<file path="config.mk">
export PLATFORM = sky130hd
export DESIGN_NAME = fifo_burst_sio
export DESIGN_NICKNAME = d
export VERILOG_FILES = /design/src/rtl/sio_pkg.sv /design/src/rtl/sio_slot_bank.sv /design/src/rtl/sio_sck_gen.sv /design/src/rtl/sio_burst_ctrl.sv /design/src/rtl/sio_strobe.sv /design/src/rtl/fifo_burst_sio.sv
export SDC_FILE = /design/constraint.sdc
export NUM_CORES = 1
export LEC_CHECK = 0
export BUFFER_PORTS_ARGS = -buffer_cell sky130_fd_sc_hd__clkbuf_2
export CORE_MARGIN = 2
export CORE_UTILIZATION = 30
export CTS_BUF_LIST = sky130_fd_sc_hd__clkbuf_4 sky130_fd_sc_hd__clkbuf_8
export CTS_CLUSTER_SIZE = 30
export DETAILED_ROUTE_END_ITERATION = 10
export MAX_ROUTING_LAYER = met4
export PLACE_DENSITY = 0.46
export SLEW_MARGIN = 20
export SYNTH_ARGS = -nofsm -noshare
export SYNTH_HDL_FRONTEND = slang
export SYNTH_SLANG_ARGS = --single-unit
</file>
<file path="constraint.sdc">
create_clock -name clk -period 6.16 [get_ports clk]
set_clock_uncertainty 0.1 [all_clocks]
set_input_delay 0.616 -clock clk [delete_from_list [all_inputs] [get_ports clk]]
set_output_delay 0.616 -clock clk [all_outputs]
set_load 0.05 [all_outputs]
</file>
<file path="src/rtl/sio_pkg.sv">
package sio_pkg;

    localparam int unsigned BYTE_W = 8;
    localparam int unsigned SLOTS  = 8;
    localparam int unsigned IDX_W  = $clog2(SLOTS);
    localparam int unsigned BIT_W  = $clog2(BYTE_W);
    localparam int unsigned CNT_W  = IDX_W + 1;

    typedef logic [BYTE_W-1:0] byte_t;
    typedef logic [IDX_W-1:0]  idx_t;
    typedef logic [BIT_W-1:0]  bitpos_t;

    // Settings captured when a burst is accepted
    typedef struct packed {
        logic lsb_first;
        logic latch_en;
        idx_t last_slot;
    } burst_cfg_t;

    // Requested count mapped to the index of the final slot
    function automatic idx_t last_slot_of(input logic [CNT_W-1:0] req);
        if (req == '0)
            return '0;
        if (req >= CNT_W'(SLOTS))
            return idx_t'(SLOTS - 1);
        return idx_t'(req - 1'b1);
    endfunction

    // Position inside a byte of the k-th bit on the wire
    function automatic bitpos_t wire_pos(input logic lsb, input bitpos_t k);
        return lsb ? k : bitpos_t'(BYTE_W - 1) - k;
    endfunction

endpackage

</file>
<file path="src/rtl/sio_slot_bank.sv">
module sio_slot_bank
    import sio_pkg::*;
(
    input  logic  clk,
    input  logic  rst,
    input  logic  busy,
    input  logic  cpu_we,
    input  idx_t  cpu_widx,
    input  byte_t cpu_wdata,
    input  idx_t  cpu_ridx,
    output byte_t cpu_rdata,
    input  logic  eng_we,
    input  idx_t  eng_widx,
    input  byte_t eng_wdata,
    input  idx_t  eng_ridx,
    output byte_t eng_rdata
);

    byte_t slot_q [SLOTS];
    logic [SLOTS*BYTE_W-1:0] flat;

    for (genvar g = 0; g < SLOTS; g++) begin : g_slot
        always_ff @(posedge clk) begin
            if (rst)
                slot_q[g] <= '0;
            else if (eng_we && eng_widx == idx_t'(g))
                slot_q[g] <= eng_wdata;
            else if (cpu_we && !busy && cpu_widx == idx_t'(g))
                slot_q[g] <= cpu_wdata;
        end
        assign flat[g*BYTE_W +: BYTE_W] = slot_q[g];
    end

    assign cpu_rdata = slot_q[cpu_ridx];
    assign eng_rdata = slot_q[eng_ridx];

    // host writes during a burst leave the buffer untouched
    assert_no_cpu_write_busy_R1: assert property (@(posedge clk) disable iff (rst)
        (busy && cpu_we && !eng_we) |=> $stable(flat));

endmodule

</file>
<file path="src/rtl/sio_sck_gen.sv">
module sio_sck_gen #(
    parameter int unsigned HALF   = 4,
    parameter int unsigned SYNC_N = 2
) (
    input  logic clk,
    input  logic rst,
    input  logic ext_mode,
    input  logic run,
    input  logic arm,
    input  logic sck_pin,
    output logic sck_drive,
    output logic rise_ev,
    output logic fall_ev
);

    localparam int unsigned PERIOD = 2 * HALF;
    localparam int unsigned PH_W   = $clog2(PERIOD);
    localparam logic [PH_W-1:0] PH_RISE = PH_W'(HALF - 1);
    localparam logic [PH_W-1:0] PH_FALL = PH_W'(PERIOD - 1);

    logic [PH_W-1:0] ph_q;
    logic            sck_q;
    logic [SYNC_N:0] sync_q;   // SYNC_N stages plus one history flop

    always_ff @(posedge clk) begin
        if (rst) sync_q <= '1;
        else     sync_q <= {sync_q[SYNC_N-1:0], sck_pin};
    end

    logic ext_rise, ext_fall, int_rise, int_fall;
    assign ext_rise = sync_q[SYNC_N-1] & ~sync_q[SYNC_N];
    assign ext_fall = ~sync_q[SYNC_N-1] & sync_q[SYNC_N];
    assign int_rise = (ph_q == PH_RISE);
    assign int_fall = (ph_q == PH_FALL);

    assign rise_ev = run && (ext_mode ? ext_rise : int_rise);
    assign fall_ev = run && (ext_mode ? ext_fall : int_fall);

    always_ff @(posedge clk) begin
        if (rst) begin
            ph_q  <= '0;
            sck_q <= 1'b1;
        end else if (arm) begin
            ph_q  <= '0;
            sck_q <= ext_mode;
        end else if (run && !ext_mode) begin
            ph_q <= int_fall ? '0 : ph_q + 1'b1;
            if (int_rise) sck_q <= 1'b1;
            if (int_fall) sck_q <= 1'b0;
        end
    end

    assign sck_drive = sck_q;

    // a paused or idle generator keeps its clock level
    assert_sck_hold_R9: assert property (@(posedge clk) disable iff (rst)
        (!run && !arm) |=> $stable(sck_q));

    // internal clock goes high after its low phase
    assert_sck_rise_R4: assert property (@(posedge clk) disable iff (rst)
        (run && !ext_mode && !arm && !sck_q && ph_q == PH_RISE) |=> $rose(sck_q));

endmodule

</file>
<file path="src/rtl/sio_burst_ctrl.sv">
module sio_burst_ctrl
    import sio_pkg::*;
(
    input  logic             clk,
    input  logic             rst,
    input  logic             start,
    input  logic [CNT_W-1:0] req_count,
    input  logic             req_lsb,
    input  logic             req_latch,
    input  logic             rise_ev,
    input  logic             fall_ev,
    input  logic             sdi,
    input  byte_t            tx_byte,
    output logic             busy,
    output logic             done,
    output logic             finish,
    output logic             arm,
    output idx_t             fetch_slot,
    output logic             store_en,
    output idx_t             store_slot,
    output byte_t            store_byte,
    output logic             sdo,
    output logic             latch_sel
);

    burst_cfg_t cfg_q;
    idx_t       slot_q;
    bitpos_t    bit_q;
    byte_t      rx_q, rx_next;
    logic       busy_q, done_q, sdo_q;
    bitpos_t    cur_pos;
    logic       byte_end;

    assign arm      = start && !busy_q;
    assign cur_pos  = wire_pos(cfg_q.lsb_first, bit_q);
    assign byte_end = busy_q && rise_ev && (bit_q == '1);
    assign finish   = byte_end && (slot_q == cfg_q.last_slot);

    always_comb begin
        rx_next          = rx_q;
        rx_next[cur_pos] = sdi;
    end

    assign fetch_slot = arm ? '0 : slot_q;
    assign store_en   = byte_end;
    assign store_slot = slot_q;
    assign store_byte = rx_next;

    always_ff @(posedge clk) begin
        if (rst) begin
            cfg_q  <= '0;
            slot_q <= '0;
            bit_q  <= '0;
            rx_q   <= '0;
            busy_q <= 1'b0;
            done_q <= 1'b0;
            sdo_q  <= 1'b0;
        end else if (arm) begin
            cfg_q  <= '{lsb_first: req_lsb, latch_en: req_latch,
                        last_slot: last_slot_of(req_count)};
            slot_q <= '0;
            bit_q  <= '0;
            rx_q   <= '0;
            busy_q <= 1'b1;
            done_q <= 1'b0;
            sdo_q  <= tx_byte[wire_pos(req_lsb, '0)];
        end else if (busy_q) begin
            if (rise_ev) begin
                rx_q  <= rx_next;
                bit_q <= bit_q + 1'b1;
                if (byte_end) slot_q <= slot_q + 1'b1;
                if (finish) begin
                    busy_q <= 1'b0;
                    done_q <= 1'b1;
                end
            end
            if (fall_ev)
                sdo_q <= tx_byte[cur_pos];
        end
    end

    assign busy      = busy_q;
    assign done      = done_q;
    assign sdo       = sdo_q;
    assign latch_sel = cfg_q.latch_en;

    // completion and activity never overlap
    assert_busy_done_excl_R6: assert property (@(posedge clk) disable iff (rst)
        !(busy_q && done_q));

    // a start during a burst changes neither activity nor settings
    assert_start_ignored_R7: assert property (@(posedge clk) disable iff (rst)
        (busy_q && start && !finish) |=> (busy_q && $stable(cfg_q)));

    // completion is raised exactly by the final sampling edge
    assert_done_rise_R6: assert property (@(posedge clk) disable iff (rst)
        $rose(done_q) |-> $past(finish));

endmodule

</file>
<file path="src/rtl/sio_strobe.sv">
module sio_strobe #(
    parameter int unsigned WIDTH = 8
) (
    input  logic clk,
    input  logic rst,
    input  logic fire,
    input  logic enable,
    output logic strobe
);

    localparam int unsigned CW = $clog2(WIDTH + 1);

    logic [CW-1:0] left_q;
    logic          on_q;

    always_ff @(posedge clk) begin
        if (rst) begin
            on_q   <= 1'b0;
            left_q <= '0;
        end else if (fire && enable) begin
            on_q   <= 1'b1;
            left_q <= CW'(WIDTH - 1);
        end else if (on_q) begin
            if (left_q == '0) on_q <= 1'b0;
            else              left_q <= left_q - 1'b1;
        end
    end

    assign strobe = on_q;

    // strobe begins right after the firing cycle
    assert_strobe_start_R10: assert property (@(posedge clk) disable iff (rst)
        (fire && enable) |=> strobe);

    // the high time never exceeds WIDTH cycles
    logic [CW:0] run_len;
    always_ff @(posedge clk) begin
        if (rst)         run_len <= '0;
        else if (strobe) run_len <= run_len + 1'b1;
        else             run_len <= '0;
    end
    assert_strobe_width_R10: assert property (@(posedge clk) disable iff (rst)
        run_len <= (CW+1)'(WIDTH));

endmodule

</file>
<file path="src/rtl/fifo_burst_sio.sv">
module fifo_burst_sio
    import sio_pkg::*;
#(
    parameter int unsigned SCK_HALF = 4,
    parameter int unsigned SYNC_N   = 2
) (
    input  logic             clk,
    input  logic             rst,
    input  logic             wr_en,
    input  logic [IDX_W-1:0] wr_idx,
    input  logic [BYTE_W-1:0] wr_data,
    input  logic [IDX_W-1:0] rd_idx,
    output logic [BYTE_W-1:0] rd_data,
    input  logic             start,
    input  logic [CNT_W-1:0] start_count,
    input  logic             lsb_first,
    input  logic             ext_clk,
    input  logic             cs_gate,
    input  logic             latch_en,
    output logic             busy,
    output logic             done,
    input  logic             sck_i,
    output logic             sck_o,
    output logic             sck_oe,
    input  logic             sdi,
    output logic             sdo,
    output logic             sdo_oe,
    input  logic             cs_n,
    output logic             latch_o
);

    localparam int unsigned STROBE_LEN = 2 * SCK_HALF;

    // select synchroniser, idles deselected
    logic [SYNC_N-1:0] cs_sync_q;
    always_ff @(posedge clk) begin
        if (rst) cs_sync_q <= '1;
        else     cs_sync_q <= {cs_sync_q[SYNC_N-2:0], cs_n};
    end

    logic hold, run, arm, finish, rise_ev, fall_ev;
    logic eng_we, latch_sel;
    idx_t fetch_slot, store_slot;
    byte_t tx_byte, store_byte;

    assign hold = cs_gate && cs_sync_q[SYNC_N-1];
    assign run  = busy && !hold;

    sio_slot_bank u_bank (
        .clk       (clk),
        .rst       (rst),
        .busy      (busy),
        .cpu_we    (wr_en),
        .cpu_widx  (wr_idx),
        .cpu_wdata (wr_data),
        .cpu_ridx  (rd_idx),
        .cpu_rdata (rd_data),
        .eng_we    (eng_we),
        .eng_widx  (store_slot),
        .eng_wdata (store_byte),
        .eng_ridx  (fetch_slot),
        .eng_rdata (tx_byte)
    );

    sio_sck_gen #(.HALF(SCK_HALF), .SYNC_N(SYNC_N)) u_sck (
        .clk       (clk),
        .rst       (rst),
        .ext_mode  (ext_clk),
        .run       (run),
        .arm       (arm),
        .sck_pin   (sck_i),
        .sck_drive (sck_o),
        .rise_ev   (rise_ev),
        .fall_ev   (fall_ev)
    );

    sio_burst_ctrl u_ctrl (
        .clk        (clk),
        .rst        (rst),
        .start      (start),
        .req_count  (start_count),
        .req_lsb    (lsb_first),
        .req_latch  (latch_en),
        .rise_ev    (rise_ev),
        .fall_ev    (fall_ev),
        .sdi        (sdi),
        .tx_byte    (tx_byte),
        .busy       (busy),
        .done       (done),
        .finish     (finish),
        .arm        (arm),
        .fetch_slot (fetch_slot),
        .store_en   (eng_we),
        .store_slot (store_slot),
        .store_byte (store_byte),
        .sdo        (sdo),
        .latch_sel  (latch_sel)
    );

    sio_strobe #(.WIDTH(STROBE_LEN)) u_strobe (
        .clk    (clk),
        .rst    (rst),
        .fire   (finish),
        .enable (latch_sel),
        .strobe (latch_o)
    );

    assign sck_oe = !ext_clk && !hold;
    assign sdo_oe = !hold;

    // while paused by the select, no serial edge reaches the engine
    assert_paused_no_edge_R9: assert property (@(posedge clk) disable iff (rst)
        (busy && hold) |-> !(rise_ev || fall_ev));

    // the strobe rises together with completion
    assert_strobe_with_done_R10: assert property (@(posedge clk) disable iff (rst)
        $rose(latch_o) |-> $rose(done));

endmodule

</file>
==> impl_results.html, run 1 <==
<table>
<tr><th>Metric</th><th>Value</th></tr>
<tr><th colspan="2">Outcome</th></tr>
<tr><td>Outcome</td><td>completed</td></tr>
<tr><th colspan="2">Timing</th></tr>
<tr><td>Total Neg Setup Slack</td><td>0 ns</td></tr>
<tr><td>Time the worst path needs with I/O delays and setup</td><td>around 3.0 ns</td></tr>
<tr><td>Relative slew slack</td><td>between 20% and 30%</td></tr>
<tr><td>Final hold violation count</td><td>0</td></tr>
<tr><td>Max Clock Freq</td><td>about 330 MHz</td></tr>
<tr><td>Count of pins over their slew limit</td><td>0</td></tr>
<tr><td>Final-report setup violation count</td><td>0</td></tr>
<tr><td>Worst slack on hold paths</td><td>just over 0.3 ns</td></tr>
<tr><td>Actual transition at the worst max-transition pin</td><td>around 1.1 ns</td></tr>
<tr><td>Ratio of final minimum period to clock period</td><td>between 40% and 50%</td></tr>
<tr><td>RSZ-0062 raised after global routing</td><td>no</td></tr>
<tr><th colspan="2">GRT</th></tr>
<tr><td>Wire length of the first global-routing pass</td><td>between 20000 and 30000 um</td></tr>
<tr><td>Maximum number of pins on one net before global-route repair</td><td>35</td></tr>
<tr><td>Antenna violations before repair</td><td>0</td></tr>
<tr><td>Via count of the first global-routing pass</td><td>~5k</td></tr>
<tr><td>GRT Residual Overflow</td><td>0</td></tr>
<tr><td>GRT Resource Usage Total</td><td>18.99%</td></tr>
<tr><th colspan="2">Detailed routing</th></tr>
<tr><td>Number of DRC violations after detailed routing</td><td>0</td></tr>
<tr><td>Routed wirelength normalized by instance count</td><td>21.77 um</td></tr>
<tr><td>Final Routed Wirelength</td><td>19490 um</td></tr>
<tr><td>Drt initial violations</td><td>between 400 and 500</td></tr>
<tr><td>Total vias in the final route</td><td>5043</td></tr>
<tr><td>Detailed Routing Iterations Pass 1</td><td>5</td></tr>
<tr><td>Per-cell via count in the routed design</td><td>5.635</td></tr>
<tr><td>Post-DRT Antenna Nets</td><td>0</td></tr>
<tr><th colspan="2">Yosys</th></tr>
<tr><td>Fraction of synthesized area in multiplexers</td><td>approximately an eighth</td></tr>
<tr><td>Synthesized-area fraction occupied by ao, oa, aoi and oai cells</td><td>approximately a fifth</td></tr>
<tr><td>Post-synthesis async set-or-reset flop share</td><td>0%</td></tr>
<tr><td>Number of enable-type register cells in the synthesized netlist</td><td>64</td></tr>
<tr><td>Number of library cell types mapped by synthesis</td><td>between 60 and 70</td></tr>
<tr><td>Synthesized area</td><td>around 6100 sq um</td></tr>
<tr><td>Synth Area in Simple Gates</td><td>between 10% and 20%</td></tr>
<tr><td>Synth Warn #</td><td>0</td></tr>
<tr><td>Number of synthesized register bits</td><td>100</td></tr>
<tr><td>Synth Area in Adders</td><td>between 2 and 3%</td></tr>
<tr><td>Area share of xor/xnor cells in the synthesized design</td><td>between 1 and 1.5%</td></tr>
<tr><td>Number of instances in the synthesized netlist</td><td>602</td></tr>
<tr><td>Number of nets in the synthesized netlist</td><td>between 600 and 700</td></tr>
<tr><td>Most used flip-flop cell after synthesis</td><td>edfxtp_1</td></tr>
<tr><td>Post-Syn Area per Cell</td><td>10.09 sq um</td></tr>
<tr><td>Sequential cell area fraction in the yosys report</td><td>around 43%</td></tr>
<tr><td>Dominant combinational cell family by area after synthesis</td><td>compound AO/OA/AOI/OAI gates</td></tr>
<tr><th colspan="2">Clock tree</th></tr>
<tr><td>Clock tree from TritonCTS</td><td>yes</td></tr>
<tr><td>Total of hold buffers inserted after clock tree synthesis</td><td>0</td></tr>
<tr><td>Total clock buffers created by CTS</td><td>9</td></tr>
<tr><td>Buffer depth of the longest clock path</td><td>2</td></tr>
<tr><td>Number of gates given a new drive strength after cts</td><td>0</td></tr>
<tr><td>Post-CTS Setup Bufs</td><td>0</td></tr>
<tr><td>Clk slew on worst S/H paths</td><td>around 0.090 ns</td></tr>
<tr><td>Clock tree sinks</td><td>100</td></tr>
<tr><td>Count of H-tree levels built during CTS</td><td>3</td></tr>
<tr><td>Worst-skew pair later-pin latency</td><td>approximately 0.40 ns</td></tr>
<tr><td>Root Driver</td><td>clkbuf_8</td></tr>
<tr><th colspan="2">Layout</th></tr>
<tr><td>Final-stage net count</td><td>roughly 660</td></tr>
<tr><td>Fraction of layout instances using a drive strength above 1</td><td>between 20 and 25%</td></tr>
<tr><td>Final design utilization</td><td>33.49%</td></tr>
<tr><td>Non-Filler Instances</td><td>roughly 900</td></tr>
<tr><td>Area grow syn2layout</td><td>10.44%</td></tr>
<tr><td>Count of inserted antenna diode cells</td><td>0</td></tr>
<tr><td>Filler cell count in the final layout</td><td>2096</td></tr>
<tr><th colspan="2">Setup path</th></tr>
<tr><td>Crit Reg-Reg Endpoint</td><td>u_bank.slot_q[1][3]$_DFFE_PP_</td></tr>
<tr><td>Critical path destination</td><td>rd_data[5]</td></tr>
<tr><td>Launching element of the worst setup path</td><td>rd_idx[0]</td></tr>
<tr><td>Reg2Reg Launch Point</td><td>u_sck.ph_q[0]$_SDFFE_PP0P_</td></tr>
<tr><td>Worst Setup End Kind</td><td>output pin</td></tr>
<tr><td>Critical path fanouts, max</td><td>16</td></tr>
<tr><td>Element type at the critical path start</td><td>input port</td></tr>
<tr><td>Worst Path Class, Setup</td><td>in2out</td></tr>
<tr><td>Count of cells along the worst register-to-register path</td><td>8</td></tr>
<tr><td>Internal reg-to-reg setup slack</td><td>between 3 and 4 ns</td></tr>
<tr><td>Required time of the worst setup path</td><td>about 5.4 ns</td></tr>
<tr><td>Endpoint arrival time on the critical path</td><td>between 2 and 2.5 ns</td></tr>
<tr><th colspan="2">Power</th></tr>
<tr><td>Power after layout</td><td>about 0.0014 W</td></tr>
<tr><td>Leakage dissipation</td><td>roughly 2.3 nW</td></tr>
<tr><td>Worst VDD drop</td><td>about 0.093 mV</td></tr>
<tr><td>Power density over the cells</td><td>between 200 and 250 nW/um^2</td></tr>
<tr><th colspan="2">Min path</th></tr>
<tr><td>Min-delay src</td><td>cs_n</td></tr>
<tr><td>Hold Crit Class</td><td>in2reg</td></tr>
<tr><th colspan="2">Placement</th></tr>
<tr><td>Final estimated routing congestion in global placement</td><td>~0.9</td></tr>
<tr><td>Cell count after placement</td><td>roughly 900</td></tr>
<tr><td>HPWL after detailed placement</td><td>14100 um</td></tr>
<tr><td>IO Port Bufs</td><td>43</td></tr>
<tr><th colspan="2">Floorplanning</th></tr>
<tr><td>Area inside the core boundary</td><td>approximately 20000 sq um</td></tr>
<tr><td>Vertical extent of the die</td><td>~150 um</td></tr>
<tr><td>Number of cell rows</td><td>52</td></tr>
<tr><td>IO Pins</td><td>44</td></tr>
<tr><td>Horiz. Die Dim</td><td>146.3 um</td></tr>
<tr><td>Die area</td><td>around 21000 sq um</td></tr>
<tr><td>Initial core utilization</td><td>a little under a third</td></tr>
<tr><th colspan="2">Flow run</th></tr>
<tr><td>Maxcap violations</td><td>0</td></tr>
</table>
[power by group]
| part | leakage [nW] | total [W] | internal [W] | switching [W] |
|---|---|---|---|---|
| logic | 1.25 | 0.000182 | 0.0000604 | 0.000122 |
| clock network | 0.101 | 0.000462 | 0.000194 | 0.000269 |
| registers | 0.962 | 0.000754 | 0.000736 | 0.0000173 |
| total | 2.32 | 0.00140 | 0.000991 | 0.000408 |
[worst max-delay path: stages]
cell and delay [ns]:
clkbuf_2 0.54, mux4_2 0.63, mux2_2 0.29, clkbuf_2 0.25
[cell type report]
| class | instances | area, sq um | area share [%] |
|---|---|---|---|
| multi-input cells | 440 | 3183 | 47.43 |
| flip-flops and latches | 100 | 2643 | 39.37 |
| clock inverters | 7 | 81.33 | 1.212 |
| clock buffers | 9 | 123.9 | 1.846 |
| well taps | 270 | 337.8 | 5.034 |
| inverters | 18 | 67.56 | 1.007 |
| repair buffers | 51 | 275.3 | 4.101 |
[layout by cell type, fill, tap and decap left out, types with 13 or more instances in the layout]
cell type and n:
nand2_1 72, nand3_1 14, a21oi_1 37, edfxtp_1 64, o22ai_1 13, nor2_1 47
mux2i_1 19, inv_1 18, ha_1 13, clkbuf_2 43, mux4_2 20, dfxtp_1 36
a22o_1 36, o21ai_0 32, nand2b_1 15
[layer usage]
layer	track usage [%]	part of all wire (%)
met1	24.44	43
met2	30.66	48
met3	3.906	6.9
met4	4.951	1.3
met5	-	0
[registers in the layout, summed over array words and instances (netlist names), 2 cells and up]
name               cells
u_bank.slot_q         64
u_ctrl.rx_q            8
u_ctrl.cfg_q           4
u_strobe.left_q        4
u_ctrl.bit_q           3
u_ctrl.store_slot      3
u_sck.ph_q             3
u_sck.sync_q           3
cs_sync_q              2
[kinds of logic after synthesis]
logic type               count (synthesis)
AO/OA/AOI/OAI                          180
multiplexers                            49
flip-flops                             100
XOR/XNOR                                 7
AND/OR/NAND/NOR                        191
buffers and inverters                   62
adder cells (fa/ha/maj)                 13
[how the worst min path moves through the flow]
stage                            endpoint  slack, ns  depth (start not counted)
3_5_place_dp   u_sck.sync_q[1]$_SDFF_PP1_       0.30                          1
2_1_floorplan     cs_sync_q[1]$_SDFF_PP1_       0.29                          1
4_1_cts           cs_sync_q[0]$_SDFF_PP1_       0.29                          2
3_3_place_gp      cs_sync_q[1]$_SDFF_PP1_       0.29                          1
6_report          cs_sync_q[0]$_SDFF_PP1_       0.30                          2
5_1_grt           cs_sync_q[0]$_SDFF_PP1_       0.30                          2
[stage by stage]
| step | setup slack, ns | instance area (sq um) |
|---|---|---|
| after detailed placement | 3.091 | 6502 |
| after floorplan | 3.223 | 6077 |
| after CTS | 3.089 | 6708 |
| after global routing | 2.887 | 6711 |
| after global placement | 3.096 | 6499 |
| final | 3.114 | 6711 |
[cell usage after synthesis (all sizes together) (3+ instances only)]
master   instances  area, sq um
a211o            3        26.28
o211ai           7        52.55
nand3           14        70.07
mux2i           19        190.2
nand3b           3        22.52
xnor2            4        35.03
ha              13        162.7
a22o            36        315.3
a22oi            3        22.52
o221a            6        67.56
a211oi           6        45.04
o22ai           13        81.33
buf             24        118.9
or3              3        18.77
nand2           74        282.8
nor2            48        187.7
nand2b          16        102.6
clkbuf          20        75.07
a2bb2oi          6        52.55
xor2             3        26.28
o21ai           34        170.2
a2111oi          4        53.80
or2              7        43.79
and3             3        18.77
dfxtp           36        720.7
a21oi           40        211.5
nor3             7        35.03
inv             18        67.56
mux2            10        112.6
nor4             3        25.02
mux4            20        450.4
and2             7        46.30
edfxtp          64         1922
o221ai           7        61.31
Note: power is estimated with default switching activity, not from simulation.
==> inputs of run 2 (changes only) <==
==> constraint.sdc (replaced) <==
create_clock -name clk -period 3.1 [get_ports clk]
set_clock_uncertainty 0.1 [all_clocks]
set_input_delay 0.31 -clock clk [delete_from_list [all_inputs] [get_ports clk]]
set_output_delay 0.31 -clock clk [all_outputs]
set_load 0.05 [all_outputs]
==> impl_results.html, run 2 (same netlist as run 1, synthesis figures left out) <==
<table>
<tr><th>Metric</th><th>Value</th></tr>
<tr><th colspan="2">Clock tree</th></tr>
<tr><td>Total clock buffers created by CTS</td><td>9 (unchanged)</td></tr>
<tr><td>Clock tree sinks</td><td>100 (unchanged)</td></tr>
<tr><td>Clock tree from TritonCTS</td><td>yes (unchanged)</td></tr>
<tr><td>Buffer depth of the longest clock path</td><td>2 (unchanged)</td></tr>
<tr><td>Root Driver</td><td>clkbuf_8 (unchanged)</td></tr>
<tr><td>Number of gates given a new drive strength after cts</td><td>0 (unchanged)</td></tr>
<tr><td>Worst-skew pair later-pin latency</td><td>0.39 ns (was 0.40 ns)</td></tr>
<tr><td>Clk slew on worst S/H paths</td><td>0.11 ns (was 0.09 ns)</td></tr>
<tr><td>Count of H-tree levels built during CTS</td><td>3 (unchanged)</td></tr>
<tr><th colspan="2">Detailed routing</th></tr>
<tr><td>Drt initial violations</td><td>465 (was 461)</td></tr>
<tr><td>Detailed-routed wire length on met3</td><td>1124 um (was 1353 um)</td></tr>
<tr><td>Number of DRC violations after detailed routing</td><td>0 (unchanged)</td></tr>
<tr><td>Total vias in the final route</td><td>5060 (was 5043)</td></tr>
<tr><td>Total length of routed met2 wires</td><td>9412 um (was 9414 um)</td></tr>
<tr><td>Top routing layer in use</td><td>met4 (unchanged)</td></tr>
<tr><td>Routed wirelength normalized by instance count</td><td>21.37 um (was 21.77 um)</td></tr>
<tr><td>Final Routed Wirelength</td><td>19620 um (was 19490 um)</td></tr>
<tr><td>Detailed Routing Iterations Pass 1</td><td>5 (unchanged)</td></tr>
<tr><td>Post-DRT Antenna Nets</td><td>0 (unchanged)</td></tr>
<tr><td>Per-cell via count in the routed design</td><td>5.512 (was 5.635)</td></tr>
<tr><td>Length of routed wiring on met1</td><td>8715 um (was 8471 um)</td></tr>
<tr><th colspan="2">Timing</th></tr>
<tr><td>Time the worst path needs with I/O delays and setup</td><td>about 2.7 ns</td></tr>
<tr><td>Final hold violation count</td><td>0 (unchanged)</td></tr>
<tr><td>Count of pins over their slew limit</td><td>0 (unchanged)</td></tr>
<tr><td>Ratio of final minimum period to clock period</td><td>87.57%</td></tr>
<tr><td>Relative slew slack</td><td>26.71% (was 24.26%)</td></tr>
<tr><td>Total Neg Setup Slack</td><td>0 ns (unchanged)</td></tr>
<tr><td>RSZ-0062 raised after global routing</td><td>no (unchanged)</td></tr>
<tr><td>Actual transition at the worst max-transition pin</td><td>1.097 ns (was 1.136 ns)</td></tr>
<tr><td>Final-report setup violation count</td><td>0 (unchanged)</td></tr>
<tr><td>Max Clock Freq</td><td>around 370 MHz</td></tr>
<tr><th colspan="2">Power</th></tr>
<tr><td>Comb power frac</td><td>13.2% (was 13.0%)</td></tr>
<tr><td>Switch share</td><td>28.71% (was 29.16%)</td></tr>
<tr><td>Share of power burned in registers</td><td>54.3% (was 53.9%)</td></tr>
<tr><td>Leakage dissipation</td><td>2.430 nW (was 2.317 nW)</td></tr>
<tr><td>Power density over the cells</td><td>402.1 nW/um^2 (was 208.4 nW/um^2)</td></tr>
<tr><td>Clock Power Share</td><td>32.5% (was 33.1%)</td></tr>
<tr><td>Internal Pwr Total</td><td>0.001970 W (was 0.0009906 W)</td></tr>
<tr><td>Worst VDD drop</td><td>0.2274 mV (was 0.09295 mV)</td></tr>
<tr><td>Net switching power</td><td>0.0007935 W (was 0.0004078 W)</td></tr>
<tr><th colspan="2">GRT</th></tr>
<tr><td>Wire length of the first global-routing pass</td><td>30450 um (was 29710 um)</td></tr>
<tr><td>GRT Residual Overflow</td><td>0 (unchanged)</td></tr>
<tr><td>GRT Resource Usage Total</td><td>19.44% (was 18.99%)</td></tr>
<tr><td>Via count of the first global-routing pass</td><td>5061 (was 4920)</td></tr>
<tr><td>Maximum number of pins on one net before global-route repair</td><td>30 (was 35)</td></tr>
<tr><td>Antenna violations before repair</td><td>0 (unchanged)</td></tr>
<tr><th colspan="2">Layout</th></tr>
<tr><td>Largest regs</td><td>u_bank.slot_q: 64 flops, u_ctrl.rx_q: 8 flops (unchanged)</td></tr>
<tr><td>Commonest cells after routing, fill and taps aside</td><td>72 x nand2_1, 64 x edfxtp_1, 47 x nor2_1 (unchanged)</td></tr>
<tr><td>Area grow syn2layout</td><td>13.12% (was 10.44%)</td></tr>
<tr><td>Top register by number of flip-flops</td><td>u_bank.slot_q (unchanged)</td></tr>
<tr><td>Count of inserted antenna diode cells</td><td>0 (unchanged)</td></tr>
<tr><td>Filler cell count in the final layout</td><td>2101 (was 2096)</td></tr>
<tr><td>Number of flip-flops under the largest register name</td><td>64 (unchanged)</td></tr>
<tr><td>Final-stage net count</td><td>685 (was 662)</td></tr>
<tr><td>Most common cell after layout, fill and taps aside</td><td>nand2_1 (unchanged)</td></tr>
<tr><td>Fraction of layout instances using a drive strength above 1</td><td>22.38% (was 20.48%)</td></tr>
<tr><td>Final design area excluding fillers</td><td>6874 sq um (was 6711 sq um)</td></tr>
<tr><th colspan="2">Setup path</th></tr>
<tr><td>Endpoint arrival time on the critical path</td><td>2.88 ns (was 2.33 ns)</td></tr>
<tr><td>Worst Path Class, Setup</td><td>reg2reg (was in2out)</td></tr>
<tr><td>Count of cells along the worst register-to-register path</td><td>8 (unchanged)</td></tr>
<tr><td>Bufs and invs on worst path</td><td>0 (was 2)</td></tr>
<tr><td>Worst Setup End Kind</td><td>flip-flop (was output pin)</td></tr>
<tr><td>Max stage delay on crit path</td><td>1.03 ns (was 0.63 ns)</td></tr>
<tr><td>Crit path max-delay family</td><td>compound AO/OA/AOI/OAI gates (was multiplexers)</td></tr>
<tr><td>Element type at the critical path start</td><td>flip-flop (was input port)</td></tr>
<tr><td>Crit Reg-Reg Endpoint</td><td>u_bank.slot_q[2][4]$_DFFE_PP_ (was u_bank.slot_q[1][3]$_DFFE_PP_)</td></tr>
<tr><td>Ordered list of cells on the worst path</td><td>ha_1, ha_1, nand2b_1, a21oi_4, nand2_2, nor2_1, a2111oi_2, a22o_1 (was clkbuf_2, mux4_2, mux2_2, clkbuf_2)</td></tr>
<tr><td>Reg2Reg Launch Point</td><td>u_sck.ph_q[0]$_SDFFE_PP0P_ (unchanged)</td></tr>
<tr><td>Most repeated library cell on the critical path</td><td>ha_1 (was clkbuf_2)</td></tr>
<tr><td>CP max-delay cell</td><td>a2111oi_2 (was mux4_2)</td></tr>
<tr><td>Required time of the worst setup path</td><td>3.27 ns (was 5.44 ns)</td></tr>
<tr><td>Critical path fanouts, max</td><td>8 (was 16)</td></tr>
<tr><td>Internal reg-to-reg setup slack</td><td>0.39 ns (was 3.18 ns)</td></tr>
<tr><th colspan="2">Placement</th></tr>
<tr><td>IO Port Bufs</td><td>43 (unchanged)</td></tr>
<tr><td>Final estimated routing congestion in global placement</td><td>0.9236 (was 0.8787)</td></tr>
<tr><td>HPWL after detailed placement</td><td>14670 um (was 14100 um)</td></tr>
<tr><td>Cell area after placement</td><td>6656 sq um (was 6502 sq um)</td></tr>
<tr><th colspan="2">Floorplanning</th></tr>
<tr><td>Horiz. Die Dim</td><td>146.3 um (unchanged)</td></tr>
<tr><td>Initial core utilization</td><td>30.33% (unchanged)</td></tr>
<tr><td>IO Pins</td><td>44 (unchanged)</td></tr>
<tr><td>Number of cell rows</td><td>52 (unchanged)</td></tr>
<tr><td>Die area</td><td>21410 sq um (unchanged)</td></tr>
<tr><td>Area inside the core boundary</td><td>20040 sq um (unchanged)</td></tr>
<tr><td>Vertical extent of the die</td><td>146.3 um (unchanged)</td></tr>
<tr><th colspan="2">Min path</th></tr>
<tr><td>Number of cells on the worst hold path</td><td>3 (was 2)</td></tr>
<tr><td>Min-delay src</td><td>latch_en (was cs_n)</td></tr>
<tr><td>Hold Crit Class</td><td>in2reg (unchanged)</td></tr>
<tr><td>Terminating pin of the worst hold path</td><td>u_ctrl.latch_sel$_SDFFE_PP0P_ (was cs_sync_q[0]$_SDFF_PP1_)</td></tr>
<tr><th colspan="2">Outcome</th></tr>
<tr><td>Outcome</td><td>completed (unchanged)</td></tr>
<tr><th colspan="2">Flow run</th></tr>
<tr><td>Maxcap violations</td><td>0 (unchanged)</td></tr>
</table>
## run 2: layout make-up
cell class | count | area (sq um) | area share, %
Inverter | 18 | 67.56 | 0.9829
Clock buffer | 9 | 123.9 | 1.802
Sequential cell | 100 | 2643 | 38.44
Tap cell | 270 | 337.8 | 4.914
Multi-Input combinational cell | 440 | 3176 | 46.20
Timing Repair Buffer | 74 | 452.9 | 6.589
Clock inverter | 7 | 73.82 | 1.074
## run 2: how the worst max path moves through the flow
stage                                from                       endpoint  cells past startpoint
5_1_grt        u_sck.ph_q[0]$_SDFFE_PP0P_  u_bank.slot_q[2][0]$_DFFE_PP_                      9
4_1_cts        u_sck.ph_q[0]$_SDFFE_PP0P_  u_bank.slot_q[2][4]$_DFFE_PP_                      8
3_3_place_gp   u_sck.ph_q[0]$_SDFFE_PP0P_  u_bank.slot_q[2][7]$_DFFE_PP_                      9
3_5_place_dp   u_sck.ph_q[0]$_SDFFE_PP0P_  u_bank.slot_q[2][4]$_DFFE_PP_                      8
2_1_floorplan      u_ctrl.busy$_SDFF_PP0_  u_bank.slot_q[0][0]$_DFFE_PP_                      3
6_report       u_sck.ph_q[0]$_SDFFE_PP0P_  u_bank.slot_q[2][4]$_DFFE_PP_                      8
## run 2: metal layers
layer | GRT usage, % | vias to the layer above
li1 | - | 2360
met1 | 25.03 | 2489
met2 | 30.97 | 180
met3 | 3.969 | 31
met4 | 6.019 | 0
met5 | - | -
## run 2: repair_timing
action                    CTS  global route
hold buffers                2             0
hold endpoints to repair    2             0
setup buffers               0             0
## run 2: worst min-delay path, delay by kind of cell
| kind | cells | cell delay (ns) |
|---|---|---|
| buf+inv | 1 | 0.08 |
| compound gates | 1 | 0.05 |
| simple gates | 1 | 0.04 |
## run 2: through the flow
stage               instances  total power (W)  setup slack [ns]  util [%]  hold WS (ns)
floorplan                 602         0.001767            0.5450         -        0.2895
global placement          900         0.001892            0.4843     33.22        0.2922
detailed placement        900         0.001896            0.4308     33.22        0.2936
CTS                       918         0.002781            0.4060     34.30       0.01751
global route              918         0.002875            0.2384     34.30       0.04070
finish                    918         0.002764            0.3853     34.30       0.03588
## run 2: power by group through the flow
stage	registers, W	clock network (W)	logic (W)
after floorplan	0.00152	0	0.000245
after global placement	0.00153	0	0.000362
after detailed placement	0.00153	0	0.000365
after CTS	0.00150	0.000913	0.000367
after global routing	0.00151	0.000974	0.000394
final	0.00150	0.000897	0.000366
